### src/rtl/dbg_lock_pkg.sv
package dbg_lock_pkg;
  typedef enum logic [2:0] {
    SP_NONE  = 3'd0,
    SP_RAM   = 3'd1,
    SP_OTP   = 3'd2,
    SP_EE    = 3'd3,
    SP_CTRL  = 3'd4,
    SP_GTEST = 3'd5
  } space_e;
endpackage

### src/rtl/dbg_lock_rst_sync.sv
module dbg_lock_rst_sync #(
  parameter int STAGES = 2
) (
  input  logic clk,
  input  logic rst_n,
  output logic rst_sync_n
);
  logic [STAGES-1:0] sync_q;
  logic [STAGES-1:0] sync_d;

  always_comb begin
    sync_d = {sync_q[STAGES-2:0], 1'b1};
  end

  always_ff @(posedge clk or negedge rst_n) begin
    if (!rst_n) sync_q <= '0;
    else        sync_q <= sync_d;
  end

  assign rst_sync_n = sync_q[STAGES-1];
endmodule

### src/rtl/dbg_lock_flag.sv
module dbg_lock_flag #(
  parameter int          PORT_W      = 8,
  parameter logic [7:0]  LOCK_CODE   = 8'hAA,
  parameter logic [7:0]  UNLOCK_CODE = 8'h00
) (
  input  logic              clk,
  input  logic              rst_n,
  input  logic              wdt_rst_n,
  input  logic              port_we,
  input  logic [PORT_W-1:0] port_wdata,
  output logic              locked
);
  localparam logic [PORT_W-1:0] LOCK_V   = PORT_W'(LOCK_CODE);
  localparam logic [PORT_W-1:0] UNLOCK_V = PORT_W'(UNLOCK_CODE);

  logic wr_ok;
  logic hit_lock;
  logic hit_unlock;
  logic lock_en;
  logic lock_d;
  logic lock_q;

  always_comb begin
    wr_ok      = port_we && wdt_rst_n;
    hit_lock   = wr_ok && (port_wdata == LOCK_V);
    hit_unlock = wr_ok && (port_wdata == UNLOCK_V);
    lock_en    = hit_lock || hit_unlock;
    lock_d     = hit_lock;
  end

  always_ff @(posedge clk or negedge rst_n) begin
    if (!rst_n)       lock_q <= 1'b0;
    else if (lock_en) lock_q <= lock_d;
  end

  assign locked = lock_q;

  a_r2_lock_set: assert property (@(posedge clk) disable iff (!rst_n)
    (port_we && wdt_rst_n && port_wdata == LOCK_V) |=> locked);

  a_r3_lock_clear: assert property (@(posedge clk) disable iff (!rst_n)
    (port_we && wdt_rst_n && port_wdata == UNLOCK_V) |=> !locked);

  a_r4_other_hold: assert property (@(posedge clk) disable iff (!rst_n)
    (port_we && port_wdata != LOCK_V && port_wdata != UNLOCK_V) |=> $stable(locked));

  a_r11_wdt_hold: assert property (@(posedge clk) disable iff (!rst_n)
    (!wdt_rst_n) |=> $stable(locked));
endmodule

### src/rtl/dbg_lock_decode.sv
module dbg_lock_decode
  import dbg_lock_pkg::*;
#(
  parameter int ADDR_W    = 16,
  parameter int PAGE_W    = 4,
  parameter int PG_RAM    = 0,
  parameter int PG_OTP_LO = 3,
  parameter int PG_OTP_HI = 4,
  parameter int PG_EE     = 5,
  parameter int PG_TEST   = 7,
  parameter int CTRL_OFS  = 0
) (
  input  logic [ADDR_W-1:0] addr,
  output space_e            space
);
  localparam int OFS_W = ADDR_W - PAGE_W;

  logic [PAGE_W-1:0] page;
  logic [OFS_W-1:0]  ofs;

  always_comb begin
    page  = addr[ADDR_W-1 -: PAGE_W];
    ofs   = addr[OFS_W-1:0];
    space = SP_NONE;
    if (page == PAGE_W'(PG_RAM))
      space = SP_RAM;
    else if (page >= PAGE_W'(PG_OTP_LO) && page <= PAGE_W'(PG_OTP_HI))
      space = SP_OTP;
    else if (page == PAGE_W'(PG_EE))
      space = SP_EE;
    else if (page == PAGE_W'(PG_TEST))
      space = (ofs == OFS_W'(CTRL_OFS)) ? SP_CTRL : SP_GTEST;
  end
endmodule

### src/rtl/dbg_lock_gate.sv
module dbg_lock_gate
  import dbg_lock_pkg::*;
#(
  parameter int         ADDR_W      = 16,
  parameter int         DATA_W      = 8,
  parameter int         PORT_W      = 8,
  parameter int         PAGE_W      = 4,
  parameter logic [7:0] LOCK_CODE   = 8'hAA,
  parameter logic [7:0] UNLOCK_CODE = 8'h00
) (
  input  logic              clk,
  input  logic              rst_n,
  input  logic              wdt_rst_n,
  input  logic              cpu_port_we,
  input  logic [PORT_W-1:0] cpu_port_wdata,
  input  logic              cpu_req,
  output logic              cpu_gnt,
  input  logic              dbg_req,
  input  logic              dbg_we,
  input  logic [ADDR_W-1:0] dbg_addr,
  input  logic [DATA_W-1:0] dbg_wdata,
  output logic [DATA_W-1:0] dbg_rdata,
  output logic              dbg_gnt,
  output logic              dbg_deny,
  output logic              mem_req,
  output logic              mem_we,
  output logic [ADDR_W-1:0] mem_addr,
  output logic [DATA_W-1:0] mem_wdata,
  output logic [2:0]        mem_space,
  input  logic [DATA_W-1:0] mem_rdata
);
  logic   rst_sync_n;
  logic   locked;
  space_e space;
  logic   allowed;

  dbg_lock_rst_sync #(.STAGES(2)) u_rst (
    .clk        (clk),
    .rst_n      (rst_n),
    .rst_sync_n (rst_sync_n)
  );

  dbg_lock_flag #(
    .PORT_W      (PORT_W),
    .LOCK_CODE   (LOCK_CODE),
    .UNLOCK_CODE (UNLOCK_CODE)
  ) u_flag (
    .clk        (clk),
    .rst_n      (rst_sync_n),
    .wdt_rst_n  (wdt_rst_n),
    .port_we    (cpu_port_we),
    .port_wdata (cpu_port_wdata),
    .locked     (locked)
  );

  dbg_lock_decode #(
    .ADDR_W (ADDR_W),
    .PAGE_W (PAGE_W)
  ) u_dec (
    .addr  (dbg_addr),
    .space (space)
  );

  always_comb begin
    if (locked) allowed = (space == SP_GTEST);
    else        allowed = (space != SP_NONE);
    dbg_gnt   = dbg_req && allowed;
    dbg_deny  = dbg_req && !allowed;
    mem_req   = dbg_gnt;
    mem_we    = dbg_gnt && dbg_we;
    mem_addr  = dbg_addr;
    mem_wdata = dbg_wdata;
    mem_space = dbg_gnt ? 3'(space) : 3'(SP_NONE);
    dbg_rdata = (dbg_gnt && !dbg_we) ? mem_rdata : '0;
    cpu_gnt   = cpu_req;
  end

  a_r6_locked_gtest_only: assert property (@(posedge clk) disable iff (!rst_sync_n)
    (locked && mem_req) |-> (mem_space == 3'(SP_GTEST)));

  a_r8_deny_zero: assert property (@(posedge clk) disable iff (!rst_sync_n)
    dbg_deny |-> (dbg_rdata == '0));

  a_r9_deny_blocks_mem: assert property (@(posedge clk) disable iff (!rst_sync_n)
    dbg_deny |-> (!mem_req && !mem_we));

  a_r8_one_outcome: assert property (@(posedge clk) disable iff (!rst_sync_n)
    $onehot0({dbg_gnt, dbg_deny}) && (dbg_req == (dbg_gnt || dbg_deny)));

  a_r7_unmapped_deny: assert property (@(posedge clk) disable iff (!rst_sync_n)
    (dbg_req && space == SP_NONE) |-> dbg_deny);
endmodule

### config.mk
export PLATFORM = sky130hd
export DESIGN_NAME = dbg_lock_gate
export DESIGN_NICKNAME = d
export VERILOG_FILES = /design/src/rtl/dbg_lock_pkg.sv /design/src/rtl/dbg_lock_rst_sync.sv /design/src/rtl/dbg_lock_flag.sv /design/src/rtl/dbg_lock_decode.sv /design/src/rtl/dbg_lock_gate.sv
export SDC_FILE = /design/constraint.sdc
export NUM_CORES = 1
export LEC_CHECK = 0
export ABC_AREA = 1
export BUFFER_PORTS_ARGS = -buffer_cell sky130_fd_sc_hd__buf_2
export CELL_PAD_IN_SITES_DETAIL_PLACEMENT = 1
export CELL_PAD_IN_SITES_GLOBAL_PLACEMENT = 1
export CORE_UTILIZATION = 16
export DETAILED_ROUTE_END_ITERATION = 8
export PLACE_DENSITY_LB_ADDON = 0.1
export SETUP_SLACK_MARGIN = 0.2
export SLEW_MARGIN = 20
export SYNTH_ARGS = -nofsm -noshare
export SYNTH_HDL_FRONTEND = slang
export SYNTH_SLANG_ARGS = --single-unit
export TNS_END_PERCENT = 30
### constraint.sdc
create_clock -name clk -period 1.4 [get_ports clk]
set_clock_uncertainty 0.05 [all_clocks]
set_input_delay 0.21 -clock clk [delete_from_list [all_inputs] [get_ports clk]]
set_output_delay 0.21 -clock clk [all_outputs]
set_load 0.02 [all_outputs]
; ---- Yosys cells after proc, flatten, opt, wreduce, memory -nomap -nowiden
; Cells that the tools add are included.
; W data, S select, Z words.
[word_totals]
register_bits = 3
[classes]
order_cmp = 2
n_reduce_logical = 15
n_eq_ne = 4
mux = 8
[op_table]
columns = operator, count
row1 = $mux W3, 5
row2 = $logic_not A12 Y1, 1
row3 = $eq A4 B3 Y1 const B, 2
row4 = $eq A8 B8 Y1 const B, 1
row5 = $logic_and A1 B1 Y1, 8
row6 = $logic_not A8 Y1, 1
row7 = $mux W8, 1
row8 = $ge A4 B2 Y1 const B, 1
row9 = $le A4 B3 Y1 const B, 1
row10 = $logic_not A4 Y1, 1
row11 = $eq A3 B3 Y1 const B, 1
row12 = $reduce_bool A3 Y1, 1
row13 = $logic_not A1 Y1, 2
row14 = $mux W1, 2
row15 = $logic_or A1 B1 Y1, 1

; ---- Longest topological paths before layout
; Gate-level depths: netlist (run 1).
[logic_depth]
ltp_word = 11
ltp_mapped = 11
ltp_nobuf = 10

; ---- Cells and area by module
; Synthesis (run 1) repeated with hierarchy kept, for this count alone.
[hier_totals]
hier_cells = 103
hier_area_um2 = 600.6
[by_module_without_submodules]
columns = mod, area_each_um2, seq_area_each_um2, cells_per_inst, instances
row1 = dbg_lock_gate, 351.6, 0.0, 59, 1
row2 = dbg_lock_decode, 111.4, 0.0, 27, 1
row3 = dbg_lock_flag, 83.8, 25.0, 14, 1
row4 = dbg_lock_rst_sync, 53.8, 50.0, 3, 1

; ---- Worst setup path before layout (run 1)
; No wires, ideal clock.
[synth_path]
path_kind = input-to-output
start = in dbg_addr[15]
end = out mem_req
cell_stages = 10
required_time_ps = 1140
arrival_time_ps = 1112
slack_ps = 28
n_path_buf = 1
path_cell_list = inv_1 -> nand2_1 -> nor2_1 -> nand2_1 -> nand2_1 -> nand2_1 -> nand2_4 -> nand2_1 -> inv_1 -> buf_4
[synth_between]
elab_chain_len = 8
word_cells_on_any_way = 14
[synth_rtl]
columns = item, line_no
row1 = "start, declared", dbg_lock_gate.sv:20  ; input logic [ADDR_W-1:0] dbg_addr,
row2 = $eq A4 B3 Y1, dbg_lock_decode.sv:31  ; else if (page == PAGE_W'(PG_TEST))
row3 = $mux W3, dbg_lock_decode.sv:31
row4 = $mux W3, dbg_lock_decode.sv:29  ; else if (page == PAGE_W'(PG_EE))
row5 = $mux W3, dbg_lock_decode.sv:27  ; else if (page >= PAGE_W'(PG_OTP_LO) && page <= PAGE_W'(PG_OTP_HI))
row6 = $mux W3 (*), dbg_lock_decode.sv:25  ; if (page == PAGE_W'(PG_RAM))
row7 = $eq A3 B3 Y1 / $reduce_bool A3 Y1 (equally long branches), "dbg_lock_gate.sv:65, dbg_lock_gate.sv:66"
row8 = $mux W1 (*), dbg_lock_gate.sv:65  ; if (locked) allowed = (space == SP_GTEST);
row9 = $logic_and A1 B1 Y1 (*), dbg_lock_gate.sv:67  ; dbg_gnt = dbg_req && allowed;
row10 = "end, declared", dbg_lock_gate.sv:25  ; output logic mem_req,
; Every way passes the cells marked *; elsewhere a longest branch is shown, timed or not.

; ---- Worst setup path after layout (run 1)
[layout_path]
start = reg u_flag.lock_q (netlist: u_flag.locked)
end = out dbg_rdata[2]
[layout_between]
elab_chain_len = 4
[layout_rtl]
columns = item, line_no
row1 = "start, declared", dbg_lock_flag.sv:21  ; logic lock_q;
row2 = "start signal, assigned", dbg_lock_flag.sv:33  ; else if (lock_en) lock_q <= lock_d;
row3 = $mux W1, dbg_lock_gate.sv:65
row4 = $logic_and A1 B1 Y1, dbg_lock_gate.sv:67
row5 = $logic_and A1 B1 Y1, dbg_lock_gate.sv:74  ; dbg_rdata = (dbg_gnt && !dbg_we) ? mem_rdata : '0;
row6 = $mux W8, dbg_lock_gate.sv:74
row7 = "end, declared", dbg_lock_gate.sv:22  ; output logic [DATA_W-1:0] dbg_rdata,
; Every way passes these cells.

==> results of run 1 <==
flip-flops by register name (all words and copies together) (netlist names):
signal / count
u_flag.locked: 1
u_rst.sync_q: 2
path summary, 6_finish.rpt:
check	to	slack, ns	cells past startpoint	from
worst max-delay path	dbg_rdata[2]	-0.17	6	u_flag.locked
worst min-delay path	u_flag.locked	0.20	3	cpu_port_wdata[5]
worst max register to register	u_flag.locked	0.72	1	u_rst.sync_q[1]
worst min register to register	u_rst.sync_q[1]	0.29	0	u_rst.sync_q[0]
max in group asynchronous	u_flag.locked	0.72	1	u_rst.sync_q[1]
min in group asynchronous	u_rst.sync_q[1]	0.25	2	rst_n
per-stage QoR:
| stage | total power [mW] | utilization [%] |
|---|---|---|
| 6_report | 0.448 | 28.6 |
| 5_1_grt | 0.496 | 28.6 |
| 4_1_cts | 0.458 | 28.2 |
| 3_5_place_dp | 0.286 | 25.3 |
| 3_3_place_gp | 0.281 | 25.3 |
| 2_1_floorplan | 0.253 | - |
cells by family (layout without fill, tap and decap cells):
kind of cell	after synthesis	after routing	synth area share, %
DFF	3	3	12.9
buffers and inverters	47	99	47.2
other	1	1	0.646
AOI/OAI and AO/OA	2	2	2.37
and+or+nand+nor	46	46	36.9
synthesized netlist by cell type (all sizes together):
cell     n  share of area (%)
buf     26                 34
nor2    22                 15
inv     21                 14
nand2   16                 12
dfrtp    3                 13
nand3    3                4.7
nand4    3                3.2
conb     1               0.65
nor4     1                1.1
o211ai   1                1.3
o22ai    1                1.1
or2      1                1.1
layout make-up:
| type | instances | area share, % |
|---|---|---|
| timing repair buffer | 74 | 44.1 |
| multi-input combinational | 49 | 31.1 |
| inverter | 21 | 8.57 |
| sequential | 3 | 7.67 |
| tap | 46 | 5.88 |
| clock buffer | 4 | 2.69 |
power breakdown:
group          switching, mW  internal (mW)
combinational          0.115         0.0892
sequential           0.00140         0.0915
clock                 0.0448          0.107
total                  0.161          0.287
repair_timing:
action,CTS,global route
setup buffers,1,0
gates resized for setup,15,7
setup endpoints to repair,15,15
endpoints found under the hold margin,3,0
pin swaps,4,4
hold buffers,2,0
metal layers:
metal | up-vias | global-route usage, % | wire, um
li1 | 368 | - | -
met1 | 311 | 9.07 | 623
met2 | 38 | 18.3 | 979
met3 | 2 | 3.31 | 152
met4 | 0 | 2.91 | 4
met5 | - | 0 | 0
==> impl_results.md, run 1 <==
* Status: complete, but fails checks
* Failing checks: setup timing
* Final WL at 1760 um
* CTS tree: yes
* Leakage power at 0.591 nW
* First-pass GRT wire length at 2960 um
* Die ar. at 3870 um^2
* Critical path endpoint category: output port
* Cell Area, Synth at 581 um^2
* Die Ht at 62.2 um
* Max clock buf depth at 2
* Worst path slowest cell: dfrtp_1
* Worst slack, placed at -0.191 ns
* # clock sinks at 3
* Vias in the first global route at 703
* Vias after detailed routing at 719
* Crit path kind: register to output port
* Hold Fails Final Rpt at 0
* Largest net degree at the start of global routing at 9
* Post-synthesis instance total at 99
* Antenna Nets Post-Route at 0
* Skew-Pair Late Insertion Delay at 0.23 ns
* Most common cell after layout, fill and taps aside: buf_2
* Initial Util at 17.0%
* PortBufs at 68
* Register Area at 75.1 um^2
* CP delay by family, top: simple AND/OR/NAND/NOR gates
* CTS H-Tree Depth at 1
* WL per Instance at 8.93 um
* Critical Path Source Type: register
* Dpl cell area at 866 um^2
* Clock Pin Slew Worst Setup and Hold Paths at 0.04 ns
* Crit path DAT at 1.31 ns
* Most frequent cells in the layout: buf_2 (56), inv_1 (17), buf_4 (13)
* Share of post-route cells with drive strength above 1 at 66.9%
* Total negative slack at -1.33 ns
* Worst Hold Class: primary input to register
* Synth unique cells at 16
* Final critical-path required period at 1.57 ns
* Hold WS at 0.201 ns
* Worst VDD drop at 0.000304 V
* YS warnings at 0
* Initial antenna violation count at 0
* Slew Viols, Final at 0
* Fmax at 636 MHz
* GP Congestion at 0.661
* Syn Nets at 146
* Initial DRC count at 7
* Yosys reg bits at 3
* Final setup viols at 14
* Core area at 3420 um^2
* Num CTS Buffers at 3
* CP required at 1.14 ns
* Core Rows at 21
* Syn Area/Cell at 5.86 um^2
* RSZ-0062 raised after global routing: true
* Antenna Cells at 0
* Layout area overhead at 68.5%
* DR pass1 iterations at 2
* Final Cell Area at 978 um^2
* Final HPWL DP at 1520 um
* Sequential area share after synthesis at 12.9%
* Die width at 62.2 um
* P per Cell Area at 458 nW/um^2
* CP max stage delay at 0.37 ns
* DRC viols at 0
* Tcrit/Tclk final at 112%
* Maximum capacitance violations at 0
* DP Cell Count at 190
* Non-filler instance count after layout at 197
* Number of vias per cell at 3.65
* Count of nets after finishing at 199
* Crit-path cells: nand2_1 > nand2_2 > nand2_4 > nand3_4 > nor2_2 > buf_4
* # IOs at 87
* GRT Util Overall at 9.38%
* Crit-path max FO at 8
* CTS root buf: clkbuf_4
* GRT overflow at 0
* Final worst-path setup slack at -0.172 ns
* Area of the multi-input gates at 304 um^2
* Critical path buffers and inverters at 1
* FILL cells at 461
(Power assumes the default switching activity.)
==> run 2, diff against run 1 <==
- CORE_UTILIZATION: 16 -> 14
- clock period: 1.4 -> 1.3 ns (I/O delays scaled with it)
==> impl_results.md, run 2 (same netlist as run 1, synthesis figures left out) <==
* Status: complete, but fails checks
* Failing checks: setup timing
* FILL cells at 516
* Antenna Cells at 0
* Antenna Nets Post-Route at 0
* GRT Util Overall at 7.37%
* Initial antenna violation count at 0
* Max FFs per register at 2
* Largest register by flop count: u_rst.sync_q
* P per Cell Area at 568 nW/um^2
* GRT overflow at 0
* Critical Path Source Type: register
* Die ar. at 4410 um^2
* Max clock buf depth at 2
* Die Ht at 66.4 um
* # clock sinks at 3
* # IOs at 87
* Worst slack, placed at -0.229 ns
* Core Rows at 23
* Final HPWL DP at 1510 um
* RSZ-0062 raised after global routing: true
* First-pass GRT wire length at 2560 um
* Dpl cell area at 878 um^2
* Share of post-route cells with drive strength above 1 at 66.4%
* CTS root buf: clkbuf_8
* CTS H-Tree Depth at 1
* Maximum capacitance violations at 0
* Critical path endpoint category: output port
* Core area at 4000 um^2
* CTS tree: yes
* Leakage power at 0.613 nW
* Most frequent cells in the layout: buf_2 (54), inv_1 (18), buf_4 (10)
* CP max stage delay at 0.38 ns
* Crit path DAT at 1.29 ns
* Initial DRC count at 6
* CP required at 1.05 ns
* WL per Instance at 8.38 um
* Most common cell after layout, fill and taps aside: buf_2
* Number of vias per cell at 3.62
* Worst VDD drop at 0.000449 V
* Count of nets after finishing at 200
* DRC viols at 0
* Layout area overhead at 78.7%
* R2R Setup Slk at 0.51 ns
* Fmax at 653 MHz
* Initial Util at 14.5%
* Die width at 66.4 um
* Crit-path cells: nand2_1 > nand2_2 > nand2_4 > nand3_4 > nor2_2 > buf_4
* Clock Pin Slew Worst Setup and Hold Paths at 0.03 ns
* Slew Viols, Final at 0
* Crit path kind: register to output port
* Largest net degree at the start of global routing at 9
* Hold Fails Final Rpt at 0
* Final setup viols at 15
* Vias in the first global route at 684
* Worst Hold Class: primary input to register
* Vias after detailed routing at 732
* Tcrit/Tclk final at 118%
* Num CTS Buffers at 3
* Final WL at 1690 um
* DR pass1 iterations at 4
* Final Cell Area at 1040 um^2
* Final critical-path required period at 1.53 ns
* GP Congestion at 0.623
* Crit-path max FO at 8
* Final worst-path setup slack at -0.232 ns
* Skew-Pair Late Insertion Delay at 0.21 ns
* PortBufs at 68
* Worst path slowest cell: dfrtp_1
run 2: power by group:
group	switching, mW	total [mW]	internal, mW
clock	0.0565	0.265	0.209
combinational	0.122	0.223	0.101
sequential	0.00165	0.100	0.0987
run 2: repair_timing:
item | 4_1_cts | 5_1_grt
hold buffers | 2 | 0
gates resized for setup | 14 | 14
cloned | 0 | 0
endpoints found under the hold margin | 3 | 0
endpoints found under the setup margin | 15 | 15
setup buffers | 0 | 1
run 2: through the flow:
step                      utilization (%)  hold slack [ns]  TNS (ns)  std cells  power [mW]
final                                25.9            0.220     -2.39        202       0.589
after global routing                 25.9            0.243     -3.85        202       0.632
after CTS                            24.5            0.213     -2.72        201       0.591
after detailed placement             22.0          -0.0671     -2.80        195       0.309
after global placement               22.0          -0.0682     -2.56        195       0.305
after floorplan                         -           -0.151         0         99       0.273
run 2: cell type report:
cell class,count,area [um^2],share of cell area (%)
multi-input combinational,49,304,29.3
inverter,21,83.8,8.08
timing repair buffer,75,467,45.0
sequential,3,75.1,7.24
tap,50,62.6,6.03
clock buffer,4,45.0,4.34
run 2: worst max-delay path, delay by kind of cell (launching register included):
kind                   cells  cell delay, ns
AND/OR/NAND/NOR            5            0.55
flip-flops                 1            0.38
buffers and inverters      1            0.15
run 2: worst paths after layout:
kind                                   end         startpoint  cells after the start
max                           dbg_rdata[3]      u_flag.locked                      6
min                          u_flag.locked  cpu_port_wdata[1]                      3
max reg2reg                  u_flag.locked      u_flag.locked                      3
min reg2reg                u_rst.sync_q[1]    u_rst.sync_q[0]                      0
max in group asynchronous    u_flag.locked    u_rst.sync_q[1]                      1
min in group asynchronous  u_rst.sync_q[0]              rst_n                      2
run 2: routing by layer:
metal	up-vias	GRT usage (%)	routed length (um)
met5	-	0	0
met4	0	2.66	0
met3	0	1.90	142
met2	34	15.1	981
met1	328	6.81	569
li1	370	-	-
